$ cat config.mk
export PLATFORM = sky130hd
export DESIGN_NAME = cos_io_ctrl
export DESIGN_NICKNAME = d
export VERILOG_FILES = /design/src/rtl/cos_io_pkg.sv /design/src/rtl/cos_sync.sv /design/src/rtl/cos_edge_grp.sv /design/src/rtl/cos_io_ctrl.sv
export SDC_FILE = /design/constraint.sdc
export NUM_CORES = 1
export LEC_CHECK = 0
export BUFFER_PORTS_ARGS = -buffer_cell sky130_fd_sc_hd__buf_4
export CAP_MARGIN = 25
export CELL_PAD_IN_SITES_DETAIL_PLACEMENT = 1
export CELL_PAD_IN_SITES_GLOBAL_PLACEMENT = 2
export CORE_UTILIZATION = 41
export DETAILED_ROUTE_END_ITERATION = 6
export GPL_ROUTABILITY_DRIVEN = 0
export PLACE_DENSITY = 0.83
export SYNTH_ARGS = -nofsm -noshare
export SYNTH_HDL_FRONTEND = slang
export SYNTH_SLANG_ARGS = --single-unit
$ cat constraint.sdc
create_clock -name clk -period 4.62 [get_ports clk]
set_clock_uncertainty 0.15 [all_clocks]
set_input_delay 0.462 -clock clk [delete_from_list [all_inputs] [get_ports clk]]
set_output_delay 0.462 -clock clk [all_outputs]
set_load 0.03 [all_outputs]
$ cat src/rtl/cos_io_pkg.sv
package cos_io_pkg;
   localparam int unsigned BYTE_W    = 8;
   localparam int unsigned ADDR_W    = 4;
   localparam int unsigned N_ISO_GRP = 3;
   localparam int unsigned N_GRP     = N_ISO_GRP + 1;
   localparam int unsigned ISO_W     = N_ISO_GRP * BYTE_W;
   localparam int unsigned STAT_W    = N_GRP * BYTE_W;
   localparam int unsigned EN_W      = 2 * N_GRP;

   // byte offsets on the register bus
   localparam int OFS_FET0    = 0;
   localparam int OFS_TTL_OUT = OFS_FET0 + N_ISO_GRP;
   localparam int OFS_ISO0    = 4;
   localparam int OFS_TTL_IN  = OFS_ISO0 + N_ISO_GRP;
   localparam int OFS_STAT0   = 8;
   localparam int OFS_CTRL    = OFS_STAT0 + N_GRP;
   localparam int OFS_EN      = 14;
endpackage

$ cat src/rtl/cos_sync.sv
module cos_sync #(
   parameter int unsigned W      = 8,
   parameter int unsigned STAGES = 2
) (
   input  logic         clk,
   input  logic         rst_n,
   input  logic [W-1:0] d,
   output logic [W-1:0] q
);
   logic [W-1:0] chain [STAGES];

   always_ff @(posedge clk or negedge rst_n) begin
      if (!rst_n) begin
         for (int i = 0; i < STAGES; i++) chain[i] <= '0;
      end else begin
         chain[0] <= d;
         for (int i = 1; i < STAGES; i++) chain[i] <= chain[i-1];
      end
   end

   assign q = chain[STAGES-1];
endmodule

$ cat src/rtl/cos_edge_grp.sv
module cos_edge_grp #(
   parameter int unsigned W = 8
) (
   input  logic         clk,
   input  logic         rst_n,
   input  logic [W-1:0] cur,
   input  logic         rise_en,
   input  logic         fall_en,
   input  logic         clr_we,
   input  logic [W-1:0] clr_mask,
   output logic [W-1:0] stat
);
   logic [W-1:0] prev_q;
   logic [W-1:0] hit;
   logic [W-1:0] clr;

   assign hit = ({W{rise_en}} & cur & ~prev_q) | ({W{fall_en}} & ~cur & prev_q);
   assign clr = clr_we ? clr_mask : '0;

   always_ff @(posedge clk or negedge rst_n) begin
      if (!rst_n) begin
         prev_q <= '0;
         stat   <= '0;
      end else begin
         prev_q <= cur;
         // a new edge overrides a clear of the same bit
         stat   <= (stat & ~clr) | hit;
      end
   end
endmodule

$ cat src/rtl/cos_io_ctrl.sv
module cos_io_ctrl
   import cos_io_pkg::*;
#(
   parameter int unsigned SYNC_STAGES = 2
) (
   input  logic                clk,
   input  logic                rst_n,
   input  logic [ADDR_W-1:0]   bus_addr,
   input  logic                bus_wr,
   input  logic [BYTE_W-1:0]   bus_wdata,
   input  logic                bus_rd,
   output logic [BYTE_W-1:0]   bus_rdata,
   input  logic [ISO_W-1:0]    iso_in,
   input  logic [BYTE_W-1:0]   ttl_in,
   output logic [ISO_W-1:0]    fet_out,
   output logic [BYTE_W-1:0]   ttl_out,
   output logic                ttl_oe,
   output logic                irq
);
   if (SYNC_STAGES < 2) begin : g_bad_sync
      $error("cos_io_ctrl: SYNC_STAGES must be at least 2");
   end
   if (EN_W != BYTE_W) begin : g_bad_en
      $error("cos_io_ctrl: enable register must fill one byte");
   end

   logic [ISO_W-1:0]  fet_q;
   logic [BYTE_W-1:0] ttl_o_q;
   logic              dir_q;
   logic [EN_W-1:0]   en_q;
   logic [STAT_W-1:0] stat_q;
   logic [STAT_W-1:0] pins_s;
   logic [BYTE_W-1:0] rd_mux;
   int                adr;

   assign adr = int'(bus_addr);

   cos_sync #(.W(STAT_W), .STAGES(SYNC_STAGES)) u_sync (
      .clk(clk), .rst_n(rst_n), .d({ttl_in, iso_in}), .q(pins_s));

   for (genvar g = 0; g < N_GRP; g++) begin : g_grp
      cos_edge_grp #(.W(BYTE_W)) u_edge (
         .clk      (clk),
         .rst_n    (rst_n),
         .cur      (pins_s[g*BYTE_W +: BYTE_W]),
         .rise_en  (en_q[g]),
         .fall_en  (en_q[N_GRP+g]),
         .clr_we   (bus_wr && (adr == OFS_STAT0 + g)),
         .clr_mask (bus_wdata),
         .stat     (stat_q[g*BYTE_W +: BYTE_W])
      );
   end

   for (genvar b = 0; b < N_ISO_GRP; b++) begin : g_fet
      always_ff @(posedge clk or negedge rst_n) begin
         if (!rst_n)                               fet_q[b*BYTE_W +: BYTE_W] <= '0;
         else if (bus_wr && adr == OFS_FET0 + b)   fet_q[b*BYTE_W +: BYTE_W] <= bus_wdata;
      end
   end

   always_ff @(posedge clk or negedge rst_n) begin
      if (!rst_n) begin
         ttl_o_q <= '0;
         dir_q   <= 1'b0;
         en_q    <= '0;
      end else if (bus_wr) begin
         if (adr == OFS_TTL_OUT) ttl_o_q <= bus_wdata;
         if (adr == OFS_CTRL)    dir_q   <= bus_wdata[0];
         if (adr == OFS_EN)      en_q    <= bus_wdata[EN_W-1:0];
      end
   end

   always_comb begin
      rd_mux = '0;
      for (int b = 0; b < N_ISO_GRP; b++) begin
         if (adr == OFS_FET0 + b) rd_mux = fet_q[b*BYTE_W +: BYTE_W];
         if (adr == OFS_ISO0 + b) rd_mux = pins_s[b*BYTE_W +: BYTE_W];
      end
      for (int g = 0; g < N_GRP; g++) begin
         if (adr == OFS_STAT0 + g) rd_mux = stat_q[g*BYTE_W +: BYTE_W];
      end
      if (adr == OFS_TTL_OUT) rd_mux = ttl_o_q;
      if (adr == OFS_TTL_IN)  rd_mux = pins_s[ISO_W +: BYTE_W];
      if (adr == OFS_CTRL)    rd_mux = {{(BYTE_W-1){1'b0}}, dir_q};
      if (adr == OFS_EN)      rd_mux = en_q;
   end

   always_ff @(posedge clk or negedge rst_n) begin
      if (!rst_n)      bus_rdata <= '0;
      else if (bus_rd) bus_rdata <= rd_mux;
   end

   assign fet_out = fet_q;
   assign ttl_out = ttl_o_q;
   assign ttl_oe  = dir_q;
   assign irq     = |stat_q;
endmodule

# --- Word level (Yosys, flattened, before mapping) ---
# Cells that the tools add are included.
word_totals:
  register_bits: 177
  input_bits: 48
  elab_cells: 100
classes:
  n_eq_ne: 13
  muxes: 18
  n_bitwise: 40
  reduce_logical: 12
op_table:
  columns: ["cell", "count"]
  rows:
  - ["bitwise AND 8 bit", 20]
  - ["two-way mux 8 bit", 18]
  - ["inverter 8 bit", 12]
  - ["OR 8 bit", 8]
  - ["equality test 4 bit (second input constant)", 8]
  - ["zero test 32 bit", 1]
  - ["OR reduction 32 bit", 1]
  - ["equality test 4 x 3 -> 1 bit (second input constant)", 3]
  - ["equality test 4 x 2 -> 1 bit (second input constant)", 2]
  - ["logical AND 1 bit", 7]
  - ["AND reduction 2 bit", 3]

# --- Depth between registers and ports, before layout ---
logic_depth:
  ltp_word: 15
  mapped_depth: 8
  ltp_nobuf: 5

# --- By module ---
# From an unflattened synthesis, not the netlist that was laid out.
unflattened:
  cells_unflattened: 622
  area_unflattened_um2: 7821.3
modules_own_cells:
  columns: ["mod", "instances", "cells_each", "area_each_um2", "seq_area_each_um2"]
  rows:
  - ["cos_io_ctrl", 1, 322, 3226.8, 1226.2]
  - ["cos_edge_grp", 4, 51, 688.2, 400.4]
  - ["cos_sync", 1, 96, 1841.8, 1601.5]

# --- Worst setup path after synthesis ---
# Ideal clock, no wire load.
synth_timing:
  path_type: "in2reg"
  start: "input port bus_addr[2]"
  end: "register bus_rdata[5]"
  arrival_ns: 1.570
  t_required_ns: 4.350
  slack_ns: 2.780
  stages: 6
  path_buffers: 2
  cell_sequence: "buf_6 -> buf_6 -> a31o_2 -> a222oi_1 -> o22ai_1 -> a31o_1"
synth_between:
  elab_chain_cells: 15
  elab_cells_between_ends: 28
  classes_between: "eq/ne: 13; mux: 14; reduce/logical: 1"
synth_lines:
  columns: ["item", "line_no", "source"]
  rows:
  - ["start, declared", "cos_io_ctrl.sv:8", "input logic [ADDR_W-1:0] bus_addr,"]
  - ["zero test 32 bit", "cos_io_ctrl.sv:76", "if (adr == OFS_FET0 + b) rd_mux = fet_q[b*BYTE_W +: BYTE_W];"]
  - ["two-way mux 8 bit", "cos_io_ctrl.sv:76", null]
  - ["two-way mux 8 bit", "cos_io_ctrl.sv:77", "if (adr == OFS_ISO0 + b) rd_mux = pins_s[b*BYTE_W +: BYTE_W];"]
  - ["two-way mux 8 bit", "cos_io_ctrl.sv:76", null]
  - ["two-way mux 8 bit", "cos_io_ctrl.sv:77", null]
  - ["two-way mux 8 bit", "cos_io_ctrl.sv:76", null]
  - ["two-way mux 8 bit", "cos_io_ctrl.sv:77", null]
  - ["two-way mux 8 bit (4 in series)", "cos_io_ctrl.sv:80", "if (adr == OFS_STAT0 + g) rd_mux = stat_q[g*BYTE_W +: BYTE_W];"]
  - ["two-way mux 8 bit", "cos_io_ctrl.sv:82", "if (adr == OFS_TTL_OUT) rd_mux = ttl_o_q;"]
  - ["two-way mux 8 bit", "cos_io_ctrl.sv:83", "if (adr == OFS_TTL_IN) rd_mux = pins_s[ISO_W +: BYTE_W];"]
  - ["two-way mux 8 bit", "cos_io_ctrl.sv:84", "if (adr == OFS_CTRL) rd_mux = {{(BYTE_W-1){1'b0}}, dir_q};"]
  - ["two-way mux 8 bit (*)", "cos_io_ctrl.sv:85", "if (adr == OFS_EN) rd_mux = en_q;"]
  - ["end signal, assigned", "cos_io_ctrl.sv:90", "else if (bus_rd) bus_rdata <= rd_mux;"]
  - ["end, declared", "cos_io_ctrl.sv:12", "output logic [BYTE_W-1:0] bus_rdata,"]
# Mark *: on every way between the ends. The rest lies on a longest branch, timed or not.
# A chain may end at the register's enable or synchronous reset.

# --- Worst setup path in the final report ---
layout_timing:
  start: "register g_grp[2].u_edge.stat[4]"
  end: "output port irq"
layout_between:
  elab_chain_cells: 1
layout_lines:
  columns: ["item", "line_no", "source"]
  rows:
  - ["start, declared", "cos_edge_grp.sv:11", "output logic [W-1:0] stat"]
  - ["start signal, assigned", "cos_edge_grp.sv:27", "stat <= (stat & ~clr) | hit;"]
  - ["OR reduction 32 bit", "cos_io_ctrl.sv:96", "assign irq = |stat_q;"]
  - ["end, declared", "cos_io_ctrl.sv:18", "output logic irq"]
# No other way between the ends.

==> run summary <==
## Synthesis
- post-synth design cell area: 7090 sq um
- post-synthesis cell count: 633
- number of warnings issued by yosys: 0
- most frequently used flop master after synthesis: sky130_fd_sc_hd__dfrtp_1
- register bit count reported by yosys: 177
- per-instance average area after synthesis: 11.2 sq um
- sequential fraction of the synthesis area: 0.624
- number of different library cells in the post-synthesis netlist: 53
- fraction of synthesized cell area taken by the top area cell type: 0.624
- Post-Synthesis Net Count: 681
- largest cells by area after synthesis: sky130_fd_sc_hd__dfrtp_1, sky130_fd_sc_hd__o21ai_0, sky130_fd_sc_hd__nand2_1
- share of flip-flops with an asynchronous set or reset: 1.00
- cell accounting for the most synthesized area: sky130_fd_sc_hd__dfrtp_1
- number of enable-type register cells in the synthesized netlist: 0

## Hold path
- startpoint of the tightest hold check path: u_sync.chain[42]
- hold path endpoint: u_sync.q[10]
- instance count along the most critical hold path: 0
- type of the worst min-delay path: reg2reg

## Outcome
- status: finished, final reports clean

## Timing
- tightest slew margin relative to the limit: 0.553
- f_max: 0.399 GHz
- Least-Margin Pin Slew: 0.670 ns
- number of hold violations in the final report: 0
- minimum period implied by the final worst setup slack: 2.50 ns
- Sum Neg Setup Slack: 0 ns
- setup-violating endpoint count in the final report: 0
- Period Utilization, post-route: 0.542
- max-slew violation count: 0
- unrepaired setup endpoints after global routing: no

## Critical path
- kind of end point of the critical path: output pin
- endpoint arrival time on the critical path: 1.89 ns
- worst endpoint required time: 4.01 ns
- Critical Path Source Type: flop
- number of cells on the worst reg-to-reg path: 5
- Worst Path Class, Setup: reg2out
- highest net fanout along the worst path: 4
- worst r2r src: u_sync.q[13]
- Reg2Reg Capture Point: bus_rdata[5]
- worst setup slack for register-to-register paths: 2.62 ns

## Place
- input/output buffers: 89
- DP Wirelength: 15.2 mm
- cell area after placement: 7870 sq um

## Power and ir drop
- total power of the final layout: 3.97 mW
- P_leak: 3.71 nW
- Power per Cell Area: 452 nW/um^2
- highest ir drop seen on vdd: 0.000304 V

## Clock network
- CTS Buf Count: 17
- clock transition at the register clock pins on the worst setup and hold paths after CTS: 0.07 ns
- Gates resized, CTS repair: 0
- TritonCTS clock tree: built
- H-tree depth: 4
- Root Buffer Master: sky130_fd_sc_hd__clkbuf_16
- Clk Latency, worst-skew pair: 0.42 ns
- Clock Sink Count: 177
- buffer levels on the longest clock path: 2

## Detailed routing
- Routed WL: 22.3 mm
- DRT Pass-1 Iters: 4
- routed via count: 5642
- iteration-0 DRC count of the detailed router: 254
- remaining number of nets flagged by the antenna check after routing: 0
- routed wirelength normalized by instance count: 22.9 um
- via-per-instance ratio: 5.78
- DRC violation count after routing: 0

## Die
- Die W: 134 um
- standard cell core area: 16800 sq um
- die outline area: 17800 sq um
- effective utilization at floorplan: 0.423
- io pins: 90
- cell row count: 47
- Chip Height: 134 um

## Final layout
- Total Nets Final: 792
- fraction of final layout cells sized beyond drive strength 1: 0.175
- commonest cells after routing, fill and taps aside: sky130_fd_sc_hd__dfrtp_1, sky130_fd_sc_hd__nand2_1, sky130_fd_sc_hd__o21ai_0
- Core Util, Final: 0.525
- Diodes inserted: 0
- leading cell type in the layout, fill and taps excluded: sky130_fd_sc_hd__dfrtp_1
- area growth from synthesis to final layout: 23.9%
- fill cell count: 1802
- Design Area, Final: 8790 sq um

## Global routing
- number of global-route vias before repair: 6041
- initial antenna violation count: 0
- Congestion Overflow GR: 0
- wire length of the first global-routing pass: 35.5 mm
- global routing usage summed across all routing layers: 0.269
- pin count of the biggest net entering global routing: 111

## Flow run
- number of max-capacitance violations reported: 0

==> how the worst max path moves through the flow <==
| stage | from | slack (ns) | end |
|---|---|---|---|
| after floorplan | bus_addr[2] | 2.78 | bus_rdata[5] |
| after global routing | g_grp[2].u_edge.stat[4] | 1.98 | irq |
| after global placement | bus_addr[2] | 2.15 | bus_rdata[6] |
| after detailed placement | bus_addr[2] | 2.09 | bus_rdata[5] |
| final | g_grp[2].u_edge.stat[4] | 2.12 | irq |
| after CTS | g_grp[2].u_edge.stat[4] | 2.10 | irq |
==> synthesized netlist by cell type (3+ instances only) <==
cell type                   instances
sky130_fd_sc_hd__nor3_1             6
sky130_fd_sc_hd__a21oi_1           15
sky130_fd_sc_hd__a32oi_1            3
sky130_fd_sc_hd__a22oi_1            6
sky130_fd_sc_hd__mux4_2             3
sky130_fd_sc_hd__buf_1              4
sky130_fd_sc_hd__o2bb2ai_1          4
sky130_fd_sc_hd__nand3b_1          33
sky130_fd_sc_hd__dfrtp_1          177
sky130_fd_sc_hd__a21o_1             3
sky130_fd_sc_hd__o21ai_0           92
sky130_fd_sc_hd__nand4_1            4
sky130_fd_sc_hd__o22ai_1            9
sky130_fd_sc_hd__clkbuf_1          11
sky130_fd_sc_hd__nor2b_1            3
sky130_fd_sc_hd__buf_2             10
sky130_fd_sc_hd__inv_1             13
sky130_fd_sc_hd__nand3_1           11
sky130_fd_sc_hd__mux2i_1           14
sky130_fd_sc_hd__o221ai_1           3
sky130_fd_sc_hd__a2bb2oi_1          8
sky130_fd_sc_hd__nand2_1           96
sky130_fd_sc_hd__nor4_1             8
sky130_fd_sc_hd__o211ai_1          32
sky130_fd_sc_hd__nor2_1            16
sky130_fd_sc_hd__buf_6              6
sky130_fd_sc_hd__a31oi_1            4
sky130_fd_sc_hd__nand2b_1           7
==> per-stage QoR <==
stage	instances	hold slack, ns	setup slack [ns]
after floorplan	633	0.0164	2.78
after global placement	911	0.182	2.15
after detailed placement	911	0.186	2.09
after CTS	974	0.0815	2.10
after global routing	976	0.205	1.98
final	976	0.196	2.12
==> final cells by class <==
cell class	count	area, sq um	area share
clock inverter	9	72.6	0.00825
tap	220	275	0.0313
clock buffer	22	494	0.0562
inverter	15	56.3	0.00640
sequential	177	4430	0.504
timing repair buffer	125	1040	0.119
multi-input combinational	408	2420	0.275
==> cell families (layout without fill, tap and decap cells) <==
kind of cell / after synthesis / in the layout / synth area share
simple gates: 199 / 199 / 0.144
compound gates: 192 / 192 / 0.168
buf+inv: 48 / 171 / 0.0346
flops: 177 / 177 / 0.624
mux: 17 / 17 / 0.0293
==> sequential cells by signal (all words and copies together) (netlist names) <==
signal,count
ttl_out,8
fet_out,24
u_sync.q,32
u_sync.chain,32
g_grp.u_edge.stat,32
bus_rdata,8
g_grp.u_edge.prev_q,32
ttl_oe,1
en_q,8
==> worst max-delay path: stages, from the launching register on <==
cell and delay [ns]:
sky130_fd_sc_hd__dfrtp_1 0.41, sky130_fd_sc_hd__nor4_1 0.40, sky130_fd_sc_hd__nand4_1 0.15, sky130_fd_sc_hd__or2_2 0.33
sky130_fd_sc_hd__buf_4 0.18
==> repair_timing <==
item | CTS | global route
endpoints found under the hold margin | 32 | 12
buffers inserted | 0 | 0
hold buffers | 32 | 1
==> where the power goes <==
group | leakage (nW) | switching (mW) | internal [mW] | total [mW]
Sequential | 2.04 | 0.219 | 1.72 | 1.94
Clock | 0.269 | 0.609 | 0.764 | 1.37
Combinational | 1.40 | 0.400 | 0.262 | 0.661
==> metal layers <==
layer / vias to the layer above / wire [um] / global-route usage / share of wire
met3: 39 / 947 / 0.0518 / 0.042
met5: - / 0 / 0 / 0
met2: 176 / 11000 / 0.449 / 0.49
met4: 0 / 661 / 0.101 / 0.030
li1: 2510 / - / - / -
met1: 2917 / 9670 / 0.349 / 0.43
Note: power is estimated with default switching activity, not from simulation.
